[config.mk]
export PLATFORM = sky130hd
export DESIGN_NAME = chr_bank_resolver
export DESIGN_NICKNAME = d
export VERILOG_FILES = /design/src/rtl/chr_bank_pkg.sv /design/src/rtl/chr_bank_regs.sv /design/src/rtl/chr_addr_map.sv /design/src/rtl/chr_bank_resolver.sv
export SDC_FILE = /design/constraint.sdc
export NUM_CORES = 1
export LEC_CHECK = 0
export CAP_MARGIN = 5
export CORE_MARGIN = 2
export CORE_UTILIZATION = 35
export DETAILED_ROUTE_END_ITERATION = 7
export DONT_BUFFER_PORTS = 1
export PLACE_DENSITY_LB_ADDON = 0.25
export SLEW_MARGIN = 20
export SYNTH_ARGS = -nofsm -noshare
export SYNTH_HDL_FRONTEND = slang
export SYNTH_SLANG_ARGS = --single-unit
[constraint.sdc]
create_clock -name clk -period 2.2 [get_ports clk]
set_clock_uncertainty 0.1 [all_clocks]
set_input_delay 0.22 -clock clk [delete_from_list [all_inputs] [get_ports clk]]
set_output_delay 0.22 -clock clk [all_outputs]
set_load 0.05 [all_outputs]
[src/rtl/chr_bank_pkg.sv]
package chr_bank_pkg;
  typedef enum logic [1:0] {PG_8K = 2'd0, PG_4K = 2'd1, PG_2K = 2'd2, PG_1K = 2'd3} page_mode_t;

  localparam logic [3:0] SEL_MODE   = 4'd12;
  localparam logic [3:0] SEL_UPPER  = 4'd13;
  localparam logic [3:0] SEL_SPLIT  = 4'd14;
  localparam logic [3:0] SEL_FINE   = 4'd15;

  // set A register index for a 1 KiB slot under a page mode
  function automatic logic [2:0] set_a_index(page_mode_t m, logic [2:0] slot);
    case (m)
      PG_8K:   return 3'd7;
      PG_4K:   return slot | 3'd3;
      PG_2K:   return slot | 3'd1;
      default: return slot;
    endcase
  endfunction
endpackage

[src/rtl/chr_bank_regs.sv]
module chr_bank_regs
  import chr_bank_pkg::*;
#(
  parameter int DATA_W = 8,
  parameter int HI_W   = 2,
  parameter int NUM_A  = 8,
  parameter int NUM_B  = 4,
  parameter int TILE_W = 6,
  parameter int FINE_W = 3,
  localparam int BANK_W = DATA_W + HI_W,
  localparam int NUM_R  = NUM_A + NUM_B,
  localparam int EXT_W  = HI_W + TILE_W
) (
  input  logic              clk,
  input  logic              rst,
  input  logic              wr_en,
  input  logic [3:0]        wr_sel,
  input  logic [DATA_W-1:0] wr_data,
  input  logic              ext_load,
  input  logic [TILE_W-1:0] ext_tile_bank,
  output logic [BANK_W-1:0] bank_q [NUM_R],
  output page_mode_t        mode_q,
  output logic [HI_W-1:0]   upper_q,
  output logic [DATA_W-1:0] split_bank_q,
  output logic [FINE_W-1:0] split_fine_q,
  output logic              last_b_q,
  output logic              ext_valid_q,
  output logic [EXT_W-1:0]  ext_bank_q,
  output logic              split_valid_q
);
  logic clr_flags;
  logic wr_bank;

  assign wr_bank   = wr_en && (wr_sel < 4'(NUM_R));
  assign clr_flags = wr_bank || (wr_en && (wr_sel == SEL_MODE || wr_sel == SEL_UPPER));

  for (genvar i = 0; i < NUM_R; i++) begin : g_bank
    always_ff @(posedge clk) begin
      if (rst)
        bank_q[i] <= '1;
      else if (wr_en && wr_sel == 4'(i))
        bank_q[i] <= {upper_q, wr_data};
    end
  end

  always_ff @(posedge clk) begin
    if (rst) begin
      mode_q        <= PG_1K;
      upper_q       <= '0;
      split_bank_q  <= '0;
      split_fine_q  <= '0;
      last_b_q      <= 1'b0;
      ext_valid_q   <= 1'b0;
      ext_bank_q    <= '0;
      split_valid_q <= 1'b0;
    end else begin
      if (wr_bank)
        last_b_q <= (wr_sel >= 4'(NUM_A));
      if (wr_en) begin
        case (wr_sel)
          SEL_MODE:  mode_q       <= page_mode_t'(wr_data[1:0]);
          SEL_UPPER: upper_q      <= wr_data[HI_W-1:0];
          SEL_SPLIT: split_bank_q <= wr_data;
          SEL_FINE:  split_fine_q <= wr_data[FINE_W-1:0];
          default: ;
        endcase
      end
      if (ext_load)
        ext_bank_q <= {upper_q, ext_tile_bank};
      if (clr_flags)
        ext_valid_q <= 1'b0;
      else if (ext_load)
        ext_valid_q <= 1'b1;
      if (clr_flags)
        split_valid_q <= 1'b0;
      else if (wr_en && wr_sel == SEL_SPLIT)
        split_valid_q <= 1'b1;
    end
  end


  flags_clear_chk: assert property (@(posedge clk) disable iff (rst)
    (wr_en && (wr_sel <= SEL_UPPER)) |=> (!ext_valid_q && !split_valid_q));


  split_set_chk: assert property (@(posedge clk) disable iff (rst)
    (wr_en && wr_sel == SEL_SPLIT) |=> split_valid_q);


  last_b_chk: assert property (@(posedge clk) disable iff (rst)
    (wr_en && wr_sel >= 4'(NUM_A) && wr_sel < 4'(NUM_R)) |=> last_b_q);


  last_a_chk: assert property (@(posedge clk) disable iff (rst)
    (wr_en && wr_sel < 4'(NUM_A)) |=> !last_b_q);
endmodule

[src/rtl/chr_addr_map.sv]
module chr_addr_map
  import chr_bank_pkg::*;
#(
  parameter int FETCH_W = 13,
  parameter int BANK_W  = 10,
  parameter int NUM_A   = 8,
  parameter int NUM_B   = 4,
  localparam int NUM_R  = NUM_A + NUM_B,
  localparam int IDX_W  = $clog2(NUM_R),
  localparam int OUT_W  = BANK_W + FETCH_W
) (
  input  page_mode_t         mode,
  input  logic               use_b,
  input  logic [FETCH_W-1:0] addr,
  input  logic [BANK_W-1:0]  bank [NUM_R],
  output logic [OUT_W-1:0]   lin_addr
);
  logic [2:0]        idx_a;
  logic [IDX_W-1:0]  idx;
  logic [BANK_W-1:0] page;

  always_comb begin
    idx_a = set_a_index(mode, addr[FETCH_W-1 -: 3]);
    idx   = use_b ? IDX_W'(NUM_A) + IDX_W'(idx_a[1:0]) : IDX_W'(idx_a);
    page  = bank[idx];
    case (mode)
      PG_8K:   lin_addr = use_b ? OUT_W'({page, 1'b0, addr[FETCH_W-2:0]})
                                : OUT_W'({page, addr});
      PG_4K:   lin_addr = OUT_W'({page, addr[FETCH_W-2:0]});
      PG_2K:   lin_addr = OUT_W'({page, addr[FETCH_W-3:0]});
      default: lin_addr = OUT_W'({page, addr[FETCH_W-4:0]});
    endcase
  end
endmodule

[src/rtl/chr_bank_resolver.sv]
module chr_bank_resolver
  import chr_bank_pkg::*;
#(
  parameter int FETCH_W = 13,
  parameter int DATA_W  = 8,
  parameter int HI_W    = 2,
  parameter int TILE_W  = 6,
  parameter int FINE_W  = 3,
  localparam int BANK_W = DATA_W + HI_W,
  localparam int OUT_W  = BANK_W + FETCH_W,
  localparam int NUM_A  = 8,
  localparam int NUM_B  = 4,
  localparam int NUM_R  = NUM_A + NUM_B,
  localparam int EXT_W  = HI_W + TILE_W
) (
  input  logic               clk,
  input  logic               rst,
  input  logic               wr_en,
  input  logic [3:0]         wr_sel,
  input  logic [DATA_W-1:0]  wr_data,
  input  logic               ext_load,
  input  logic [TILE_W-1:0]  ext_tile_bank,
  input  logic               ext_attr_en,
  input  logic               split_active,
  input  logic               tall_sprites,
  input  logic               fetch_req,
  input  logic               fetch_sprite,
  input  logic [FETCH_W-1:0] fetch_addr,
  output logic               out_valid,
  output logic [OUT_W-1:0]   out_addr
);
  logic [BANK_W-1:0] bank_q [NUM_R];
  page_mode_t        mode_q;
  logic [HI_W-1:0]   upper_q;
  logic [DATA_W-1:0] split_bank_q;
  logic [FINE_W-1:0] split_fine_q;
  logic              last_b_q, ext_valid_q, split_valid_q;
  logic [EXT_W-1:0]  ext_bank_q;

  logic              use_b, ext_hit, split_hit;
  logic [OUT_W-1:0]  norm_addr, ext_addr, split_addr, next_addr;

  chr_bank_regs #(
    .DATA_W(DATA_W), .HI_W(HI_W), .NUM_A(NUM_A), .NUM_B(NUM_B),
    .TILE_W(TILE_W), .FINE_W(FINE_W)
  ) u_regs (
    .clk(clk), .rst(rst), .wr_en(wr_en), .wr_sel(wr_sel), .wr_data(wr_data),
    .ext_load(ext_load), .ext_tile_bank(ext_tile_bank),
    .bank_q(bank_q), .mode_q(mode_q), .upper_q(upper_q),
    .split_bank_q(split_bank_q), .split_fine_q(split_fine_q),
    .last_b_q(last_b_q), .ext_valid_q(ext_valid_q), .ext_bank_q(ext_bank_q),
    .split_valid_q(split_valid_q)
  );

  assign use_b = tall_sprites ? !fetch_sprite : last_b_q;

  chr_addr_map #(
    .FETCH_W(FETCH_W), .BANK_W(BANK_W), .NUM_A(NUM_A), .NUM_B(NUM_B)
  ) u_map (
    .mode(mode_q), .use_b(use_b), .addr(fetch_addr), .bank(bank_q),
    .lin_addr(norm_addr)
  );

  always_comb begin
    ext_hit    = !fetch_sprite && ext_attr_en && ext_valid_q;
    split_hit  = !fetch_sprite && split_active && split_valid_q;
    ext_addr   = OUT_W'({ext_bank_q, fetch_addr[FETCH_W-2:0]});
    split_addr = OUT_W'({split_bank_q, 2'b00, fetch_addr[9:3], split_fine_q});
    if (ext_hit)
      next_addr = ext_addr;
    else if (split_hit)
      next_addr = split_addr;
    else
      next_addr = norm_addr;
  end

  always_ff @(posedge clk) begin
    if (rst) begin
      out_valid <= 1'b0;
      out_addr  <= '0;
    end else begin
      out_valid <= fetch_req;
      if (fetch_req)
        out_addr <= next_addr;
    end
  end


  valid_follows_req_chk: assert property (@(posedge clk) disable iff (rst)
    fetch_req |=> out_valid);


  idle_no_valid_chk: assert property (@(posedge clk) disable iff (rst)
    !fetch_req |=> !out_valid);


  addr_hold_chk: assert property (@(posedge clk) disable iff (rst)
    !fetch_req |=> $stable(out_addr));
endmodule

==> results of run 1 <==
## area by class of cell
type,count,area (um^2),share of cell area
Antenna cell,1,2.50,0.000252
Clock buffer,17,425,0.0428
Clock inverter,14,184,0.0185
Inverter,29,109,0.0109
Multi-Input combinational cell,605,4260,0.428
Sequential cell,170,3410,0.343
Tap cell,280,350,0.0352
Timing Repair Buffer,133,1210,0.121
## cell usage in the layout (no fill, tap or decap), types with 6 or more instances in the layout
| cell type | n |
|---|---|
| o211ai_1 | 37 |
| nor2b_1 | 40 |
| a211o_1 | 50 |
| o221ai_2 | 9 |
| mux2i_1 | 92 |
| and3b_1 | 7 |
| or2_2 | 9 |
| nand2_1 | 104 |
| nand3b_1 | 15 |
| a211oi_1 | 7 |
| nor3_1 | 6 |
| dfxtp_1 | 168 |
| a21oi_1 | 15 |
| a221oi_1 | 6 |
| o221ai_1 | 9 |
| o21ai_0 | 14 |
| clkbuf_16 | 18 |
| nor2_1 | 84 |
| dlygate4sd3_1 | 44 |
| nand3_1 | 9 |
| a31oi_1 | 9 |
| inv_1 | 26 |
| buf_4 | 78 |
| buf_6 | 6 |
## registers in the layout (all words and copies together) (netlist names), 2 cells and up
| register | cells |
|---|---|
| out_addr | 23 |
| u_regs.upper_q | 2 |
| u_regs.split_fine_q | 3 |
| u_regs.bank_q | 120 |
| u_regs.ext_bank_q | 8 |
| u_regs.split_bank_q | 8 |
| u_regs.mode_q | 2 |
## synth_stat cells, types with 4 or more instances
cell type	n
o21ai_0	14
mux2i_1	93
inv_1	26
nand3_1	9
a311oi_1	5
buf_1	6
o211ai_1	37
and3_1	4
mux2_2	4
a221oi_1	10
a22oi_1	6
and3b_1	7
a31oi_1	11
dfxtp_1	170
o22ai_1	6
nand3b_1	15
o221ai_1	17
clkbuf_1	48
a211o_1	50
a211oi_1	7
buf_2	17
a21oi_1	16
nand2b_1	5
nand2_1	104
or2_2	9
buf_4	4
nor3_1	10
nor2_1	85
nor2b_1	40
## per-layer routing
layer  wire length [um]  part of all wire  up-vias  track usage
li1                   -                 -     3326            -
met4                427             0.017        4       0.0639
met5                 29            0.0011        -            0
met3               1650             0.064       34       0.0479
met2              11400              0.45      239        0.333
met1              12100              0.47     3316        0.300
## worst register-to-register path, stage by stage, from the launching register on
cell and delay, ns:
dfxtp_2 0.34, buf_6 0.14, and2b_2 0.22, buf_6 0.13
o211ai_1 0.21, o221ai_2 0.14, a222oi_1 0.32, buf_4 0.20
a21oi_2 0.06, o32ai_2 0.25
## logic make-up (layout without fill, tap and decap cells)
family          after synthesis  after routing
other cells                   0              1
buf+inv                     106            193
mux                          97             97
simple gates                297            297
compound gates              211            211
flops                       170            170
## metrics by stage
stage	instance area, um^2	TNS, ns	utilization
2_1_floorplan	7900	0	-
3_3_place_gp	8540	-0.0708	0.388
3_5_place_dp	8540	-0.0645	0.388
4_1_cts	9640	0	0.438
5_1_grt	9940	-0.442	0.451
6_report	9940	-0.0205	0.451
## path summary, 6_finish.rpt
check | start | endpoint | depth (start not counted)
worst min-delay path | rst | out_addr[19]$_SDFFE_PP0P_ | 3
worst max-delay path | u_regs.mode_q[0]$_SDFFE_PP1P_ | out_addr[17]$_SDFFE_PP0P_ | 9
worst min register to register | u_regs.ext_valid_q$_SDFFE_PP0P_ | u_regs.ext_valid_q$_SDFFE_PP0P_ | 1
worst max register to register | u_regs.mode_q[0]$_SDFFE_PP1P_ | out_addr[17]$_SDFFE_PP0P_ | 9
## where the power goes
group / switching [mW] / internal [mW]
sequential: 0.108 / 3.16
clock: 1.38 / 1.81
combinational: 0.512 / 0.374
total: 2.00 / 5.35
## timing repair
item / CTS / global route
setup buffers: 0 / 11
pin swaps: 1 / 18
endpoints found under the setup margin: 3 / 10
hold endpoints to repair: 155 / 0
resized for setup: 5 / 35
hold buffers: 45 / 0
cloned: 0 / 1
==> results.yml, run 1 <==
outcome:
  status: "complete, but fails checks"
  violations: "setup timing"
die:
  start_util: 0.359
  core-area_um2: 22000
  die_x_um: 154
  io_pins: 64
  fp-row-count: 54
  dieArea_um2: 23800
  die_h_um: 154
setup_path:
  path_common_cell: "buf_6"
  critical_path_buf_inv_count: 3
  cp.arrival_ns: 2.46
  crit_chain: "buf_6 -> and2b_2 -> buf_6 -> o211ai_1 -> o221ai_2 -> a222oi_1 -> buf_4 -> a21oi_2 -> o32ai_2"
  slowest_delay_ns: 0.34
  critPathTopFamily: "compound AO/OA/AOI/OAI gates"
  crit_fanout: 6
  critPathLaunchType: "flop"
  critPathKind: "flop to flop"
  worstPathRequired_ns: 2.45
  r2r_setup_slack_ns: -0.008
  critPathSlowestCell: "dfxtp_2"
  end_kind: "flop"
synth:
  synth-edff-count: 0
  synth_top_area_share: 0.431
  ys_seq_area_frac: 0.431
  synth_xor_area_frac: 0
  synth.mux.area_fraction: 0.123
  synth-seq-cells: 170
  synth_fa_ha_area_frac: 0
  synth_compound_area_frac: 0.212
  synth_top_family_by_area: "compound AO/OA/AOI/OAI gates"
  yosys_warnings: 0
  synth-main-ff-cell: "dfxtp_1"
  synthArstFlopShare: 0
  synth_area_leaders: "dfxtp_1 43%, mux2i_1 12%, a211o_1 5.5%"
  synthSimpleGateAreaFrac: 0.177
  syn_inst: 881
  synth_fp_nets: 921
  avgSynthCellArea_um2: 8.97
  synth_cell_types: 61
  post-synth-top-area-cell: "dfxtp_1"
  syn_area_um2: 7900
power_and_ir_drop:
  vdd.ir_drop.worst_v: 0.000432
  power.leakage_nw: 3.71
  power_per_cell_area_nw_per_um2: 739
  total_power_mw: 7.35
final_layout:
  drive_gt1_frac: 0.186
  fill_cells: 2119
  syn_to_final_growth_pct: 25.8
  layoutNonFillerInstCount: 1249
  fin_nets: 996
routing:
  routed_wl_mm: 25.7
  routedWlPerCell_um: 20.6
  drt_iter0_drc: 719
  vias: 6919
  first_pass_iters: 5
  ant_nets: 0
  drcViolationCount: 0
  vias_per_cell: 5.54
clocking:
  clk_latency_ns: 0.44
  cts.path.max_buffers: 2
  cts_buffers: 17
  cts_tree: "yes"
  htreeDepth: 4
  clock_sinks: 170
  clk_root_buffer_cell: "clkbuf_16"
  clk_pin_slew_ns: 0.07
timing:
  hold_viol_final: 0
  fin_crit_ns: 2.21
  worst_pin_slew_ns: 0.984
  timing.final.crit_share: 1.00
  rsz0062_at_grt: "yes"
  setup_slack_ns: -0.00768
  timing.hold.ws_ns: 0.0163
  relSlewSlack: 0.342
  setup_viol: 3
  finalMaxSlewViolations: 0
  clock.fmax_ghz: 0.453
placement:
  io_buffer_count: 0
  post-place-ws_ns: -0.0362
  gp_congestion: 0.902
  place_inst: 1161
  dp_hpwl_mm: 16.7
global_routing:
  grt_overflow: 0
  grt_pass1_wl_mm: 39.1
  grt_pass1_vias: 6525
  grt_use_total: 0.215
  grt_max_degree: 90
  grt_antenna_before_repair: 3
job:
  drv_cap: 0
worst_hold_path:
  hold_class: "input port to flop"
Power figures use the tool's default switching activity.
==> inputs of run 2 (changes only) <==
--- a/config.mk
+++ b/config.mk
@@ -5,12 +5,14 @@
 export SDC_FILE = /design/constraint.sdc
 export NUM_CORES = 1
 export LEC_CHECK = 0
+export ABC_AREA = 1
 export CAP_MARGIN = 5
 export CORE_MARGIN = 2
 export CORE_UTILIZATION = 35
 export DETAILED_ROUTE_END_ITERATION = 7
 export DONT_BUFFER_PORTS = 1
 export PLACE_DENSITY_LB_ADDON = 0.25
+export SETUP_SLACK_MARGIN = 0.2
 export SLEW_MARGIN = 20
 export SYNTH_ARGS = -nofsm -noshare
 export SYNTH_HDL_FRONTEND = slang
==> constraint.sdc (replaced) <==
create_clock -name clk -period 2.9 [get_ports clk]
set_clock_uncertainty 0.1 [all_clocks]
set_input_delay 0.29 -clock clk [delete_from_list [all_inputs] [get_ports clk]]
set_output_delay 0.29 -clock clk [all_outputs]
set_load 0.05 [all_outputs]
==> results.yml, run 2 <==
timing:
  hold_viol_final: 0
  rsz0062_at_grt: "no"
  finalMaxSlewViolations: 0
  relSlewSlack: 0.221
  fin_crit_ns: 2.28
  timing.final.crit_share: 0.786
  tns_ns: 0
  setup_slack_ns: 0.620
  setup_viol: 0
  clock.fmax_ghz: 0.439
  worst_pin_slew_ns: 1.16
synth:
  syn_area_um2: 7790
  post-synth-top-area-cell: "dfxtp_1"
  ys_seq_area_frac: 0.437
  synth_cell_types: 26
  synth_most_common_cell: "nand2_1"
  synth_fp_nets: 1194
  avgSynthCellArea_um2: 6.75
  synthArstFlopShare: 0
  synthTopCellsByCount: "384 x nand2_1, 170 x dfxtp_1, 152 x nand3_1, 133 x nor2_1, 63 x inv_1"
  yosys_warnings: 0
  synth-edff-count: 0
  synth-main-ff-cell: "dfxtp_1"
  syn_inst: 1154
  synth_area_leaders: "dfxtp_1 44%, nand2_1 19%, nand3_1 9.8%"
  synth-seq-cells: 170
  synth_top_area_share: 0.437
final_layout:
  utilization: 0.409
  multi_input_area_um2: 3760
  top_regs: "u_regs.bank_q (120), out_addr (23)"
  largest_register_ffs: 120
  layoutNonFillerInstCount: 1446
  syn_to_final_growth_pct: 14.7
  drive_gt1_frac: 0.0635
  ff_latch_area_um2: 3400
  final_common_cell: "nand2_1"
  diodes: 0
  layout_common_cells: "384 x nand2_1, 170 x dfxtp_1, 152 x nand3_1, 133 x nor2_1, 62 x inv_1"
  regMostFlops: "u_regs.bank_q"
  fill_cells: 2305
  fin_nets: 1193
power_and_ir_drop:
  p_comb_frac: 0.102
  switching_power_mw: 1.56
  clkPwrFrac: 0.435
  power_per_cell_area_nw_per_um2: 613
  vdd.ir_drop.worst_v: 0.000317
  total_power_mw: 5.48
  p_int_mw: 3.92
  power.leakage_nw: 4.32
  seq_power_share: 0.463
  p_sw_frac: 0.284
clocking:
  clock_sinks: 170
  cts_buffers: 17
  post_cts_resized: 0
  clk_root_buffer_cell: "clkbuf_16"
  clk_latency_ns: 0.43
  cts.path.max_buffers: 2
  clk_pin_slew_ns: 0.07
  htreeDepth: 4
  cts_tree: "yes"
die:
  die_x_um: 153
  core-area_um2: 21800
  die_h_um: 153
  fp-row-count: 54
  start_util: 0.357
  dieArea_um2: 23500
  io_pins: 64
setup_path:
  cp.arrival_ns: 2.54
  reg2reg_depth: 11
  crit_fanout: 31
  worstPathRequired_ns: 3.16
  critPathKind: "flop to flop"
  end_kind: "flop"
  crit_start: "u_regs.mode_q[1]$_SDFFE_PP1P_"
  critPathLaunchType: "flop"
  rr_startpoint: "u_regs.mode_q[1]$_SDFFE_PP1P_"
worst_hold_path:
  hold_depth: 2
  hold_class: "input port to flop"
  hold_start: "fetch_req"
routing:
  routedWlPerCell_um: 17.9
  vias_per_cell: 5.22
  vias: 7543
  routed_wl_mm: 25.9
  drcViolationCount: 0
  ant_nets: 0
  drt_iter0_drc: 632
  first_pass_iters: 5
global_routing:
  grt_use_total: 0.222
  globalRouteMet1Util: 0.316
  grtUsageMet3: 0.0332
  grt_overflow: 0
  grt_pass1_vias: 6943
  grt_max_degree: 80
  grt_antenna_before_repair: 0
  grt_pass1_wl_mm: 40.7
  busiest_layer: "met2"
  grt_util_met2: 0.348
placement:
  post-place-ws_ns: 0.677
  place_inst: 1383
  dp_hpwl_mm: 16.5
  io_buffer_count: 0
  gp_congestion: 0.909
outcome:
  status: "finished, final reports clean"
job:
  drv_cap: 0
run 2: cell count changes in the layout (fill, tap and decap cells not counted), moves of 34 or more:
cell     change
nand2_1    +280
nand3_1    +143
a211o_1     -50
o21ai_0     +34
buf_4       -58
nor2b_1     -40
mux2i_1     -92
inv_1       +36
nor2_1      +49
run 2: kinds of logic (layout without fill, tap and decap cells):
group,Yosys count,after routing,share of synthesized area
buffers and inverters,150,162,0.0800
AND/OR/NAND/NOR,710,710,0.386
flip-flops,170,170,0.437
AO/OA/AOI/OAI,124,124,0.0973
run 2: final timing paths:
kind,slack (ns),end
worst min register to register,0.36,u_regs.bank_q[91]$_SDFFE_PP1P_
worst max-delay path,0.62,out_addr[14]$_SDFFE_PP0P_
worst min-delay path,0.04,out_addr[19]$_SDFFE_PP0P_
worst max register to register,0.62,out_addr[14]$_SDFFE_PP0P_
run 2: per-stage QoR:
stage | hold slack [ns] | area, um^2
after floorplan | 0.290 | 7790
after global placement | 0.261 | 8010
after detailed placement | 0.266 | 8010
after CTS | 0.0250 | 8930
after global routing | 0.0435 | 8930
final | 0.0376 | 8930
run 2: per-layer routing:
layer	share of wire	vias up
li1	-	3743
met1	0.47	3519
met2	0.45	242
met3	0.057	39
met4	0.022	0
met5	0	-
run 2: final cells by class:
| class | count | area share |
|---|---|---|
| multi-input cells | 834 | 0.421 |
| inverters | 76 | 0.0322 |
| well taps | 280 | 0.0392 |
| clock inverters | 13 | 0.0175 |
| repair buffers | 54 | 0.0583 |
| clock buffers | 19 | 0.0507 |
| flip-flops and latches | 170 | 0.381 |
run 2: what timing repair did:
| item | CTS | global route |
|---|---|---|
| hold endpoints to repair | 144 | 0 |
| hold buffers | 31 | 0 |
| buffers inserted | 0 | 0 |
run 2: worst max-delay path, cell delays in order, from the launching register on:
cell and delay (ns):
dfxtp_1 0.40, inv_2 0.15, nor2_4 0.05, inv_2 0.46
nand3_1 0.26, nand3_1 0.23, nand3_2 0.14, nor2_1 0.11
nor2_1 0.05, nand2_1 0.07, nand2_1 0.05, a21oi_1 0.11
run 2: power groups by stage:
stage	Clock, mW	Sequential, mW	Combinational (mW)
floorplan	0	2.57	0.368
global placement	0	2.59	0.466
detailed placement	0	2.59	0.466
CTS	2.41	2.54	0.554
global route	2.51	2.54	0.616
finish	2.38	2.54	0.557
==> inputs of run 3 (changes only) <==
--- a/config.mk
+++ b/config.mk
@@ -5,7 +5,7 @@
 export SDC_FILE = /design/constraint.sdc
 export NUM_CORES = 1
 export LEC_CHECK = 0
-export ABC_AREA = 1
+export ABC_AREA = 0
 export CAP_MARGIN = 5
 export CORE_MARGIN = 2
 export CORE_UTILIZATION = 35
==> constraint.sdc (replaced) <==
create_clock -name clk -period 2.1 [get_ports clk]
set_clock_uncertainty 0.1 [all_clocks]
set_input_delay 0.21 -clock clk [delete_from_list [all_inputs] [get_ports clk]]
set_output_delay 0.21 -clock clk [all_outputs]
set_load 0.05 [all_outputs]
==> results.yml, run 3 (synthesized netlist as in run 1, its figures left out) <==
die:
  die_x_um: 154
  die_h_um: 154
  dieArea_um2: 23800
  fp-row-count: 54
  start_util: 0.359
  io_pins: 64
  core-area_um2: 22000
clocking:
  htreeDepth: 4
  clk_pin_slew_ns: 0.07
  cts_tree: "yes"
  clk_latency_ns: 0.44
  cts_buffers: 17
  cts.path.max_buffers: 2
  clock_sinks: 170
  clk_root_buffer_cell: "clkbuf_16"
routing:
  routed_wl_mm: 25.9
  ant_nets: 0
  routedWlPerCell_um: 20.6
  drcViolationCount: 0
  vias_per_cell: 5.58
  first_pass_iters: 7
  vias: 7001
  drt_iter0_drc: 585
final_layout:
  fin_nets: 1001
  design_area_um2: 9970
  final_common_cell: "dfxtp_1"
  regMostFlops: "u_regs.bank_q"
  drive_gt1_frac: 0.198
  largest_register_ffs: 120
  top_regs: "u_regs.bank_q (120), out_addr (23)"
  layoutNonFillerInstCount: 1255
  syn_to_final_growth_pct: 26.2
  layout_common_cells: "169 x dfxtp_1, 103 x nand2_1, 92 x mux2i_1, 86 x buf_4, 83 x nor2_1"
  utilization: 0.453
timing:
  relSlewSlack: 0.344
  setup_viol: 11
  setup_slack_ns: -0.102
  rsz0062_at_grt: "yes"
  clock.fmax_ghz: 0.454
  worst_pin_slew_ns: 0.981
  fin_crit_ns: 2.20
  timing.final.crit_share: 1.05
  hold_viol_final: 0
  tns_ns: -0.503
  timing.hold.ws_ns: 0.0178
  finalMaxSlewViolations: 0
worst_hold_path:
  hold_class: "input port to flop"
  hold_depth: 3
  hold_start: "fetch_req"
  whs_endpoint: "out_addr[11]$_SDFFE_PP0P_"
global_routing:
  grt_max_degree: 80
  grt_antenna_before_repair: 4
  grt_overflow: 0
  grt_use_total: 0.218
  grt_pass1_wl_mm: 39.9
  grt_pass1_vias: 6652
setup_path:
  end_kind: "flop"
  worstPathRequired_ns: 2.35
  crit_fanout: 7
  rr_startpoint: "u_regs.mode_q[0]$_SDFFE_PP1P_"
  cp.arrival_ns: 2.45
  critPathKind: "flop to flop"
  r2r_setup_slack_ns: -0.10
  r2r-end: "out_addr[14]$_SDFFE_PP0P_"
  critPathLaunchType: "flop"
  reg2reg_depth: 9
placement:
  dp_hpwl_mm: 17.1
  io_buffer_count: 0
  place_inst: 1173
  gp_congestion: 0.887
  post-place-ws_ns: -0.136
  dpl_cell_area_um2: 8680
outcome:
  status: "complete, but fails checks"
  violations: "setup timing"
power_and_ir_drop:
  total_power_mw: 7.49
  power_per_cell_area_nw_per_um2: 751
  vdd.ir_drop.worst_v: 0.000430
  power.leakage_nw: 3.74
job:
  drv_cap: 0
[run 3: worst max path at each step]
stage / end / depth (start not counted) / start
6_report: out_addr[14]$_SDFFE_PP0P_ / 9 / u_regs.mode_q[0]$_SDFFE_PP1P_
5_1_grt: out_addr[20]$_SDFFE_PP0P_ / 8 / u_regs.mode_q[0]$_SDFFE_PP1P_
4_1_cts: out_addr[21]$_SDFFE_PP0P_ / 8 / u_regs.mode_q[0]$_SDFFE_PP1P_
3_5_place_dp: out_addr[10]$_SDFFE_PP0P_ / 9 / u_regs.mode_q[0]$_SDFFE_PP1P_
3_3_place_gp: out_addr[20]$_SDFFE_PP0P_ / 8 / u_regs.mode_q[0]$_SDFFE_PP1P_
2_1_floorplan: out_addr[17]$_SDFFE_PP0P_ / 8 / u_regs.mode_q[0]$_SDFFE_PP1P_
[run 3: repair_timing]
item | 4_1_cts | 5_1_grt
gates resized for setup | 16 | 22
buffers inserted | 3 | 3
hold buffers | 43 | 0
hold endpoints to repair | 155 | 0
endpoints found under the setup margin | 13 | 13
pin swaps | 15 | 26
[run 3: report_power, final]
part           internal, mW  switching (mW)
registers              3.31           0.102
logic                 0.394           0.547
clock network          1.68            1.46
total                  5.38            2.11
[run 3: worst max-delay path, stage by stage, from the launching register on]
cell      delay, ns
dfxtp_4        0.37
buf_12         0.14
and2b_2        0.24
buf_6          0.14
o211ai_1       0.26
o221ai_2       0.19
a221oi_2       0.27
buf_4          0.17
nor3_2         0.04
a211oi_2       0.19
[run 3: cell type report]
cell class,count,area [um^2]
fillers,2168,12100
diodes,1,2.50
inverters,29,109
multi-input cells,605,4300
clock buffers,17,425
clock inverters,15,160
flip-flops and latches,170,3410
repair buffers,138,1220
well taps,280,350
[run 3: layer usage]
metal / vias to the layer above / part of all wire / global-route usage
li1: 3328 / - / -
met5: - / 0.0018 / 0
met2: 224 / 0.45 / 0.338
met1: 3401 / 0.47 / 0.299
met3: 42 / 0.065 / 0.0560
met4: 6 / 0.019 / 0.0631
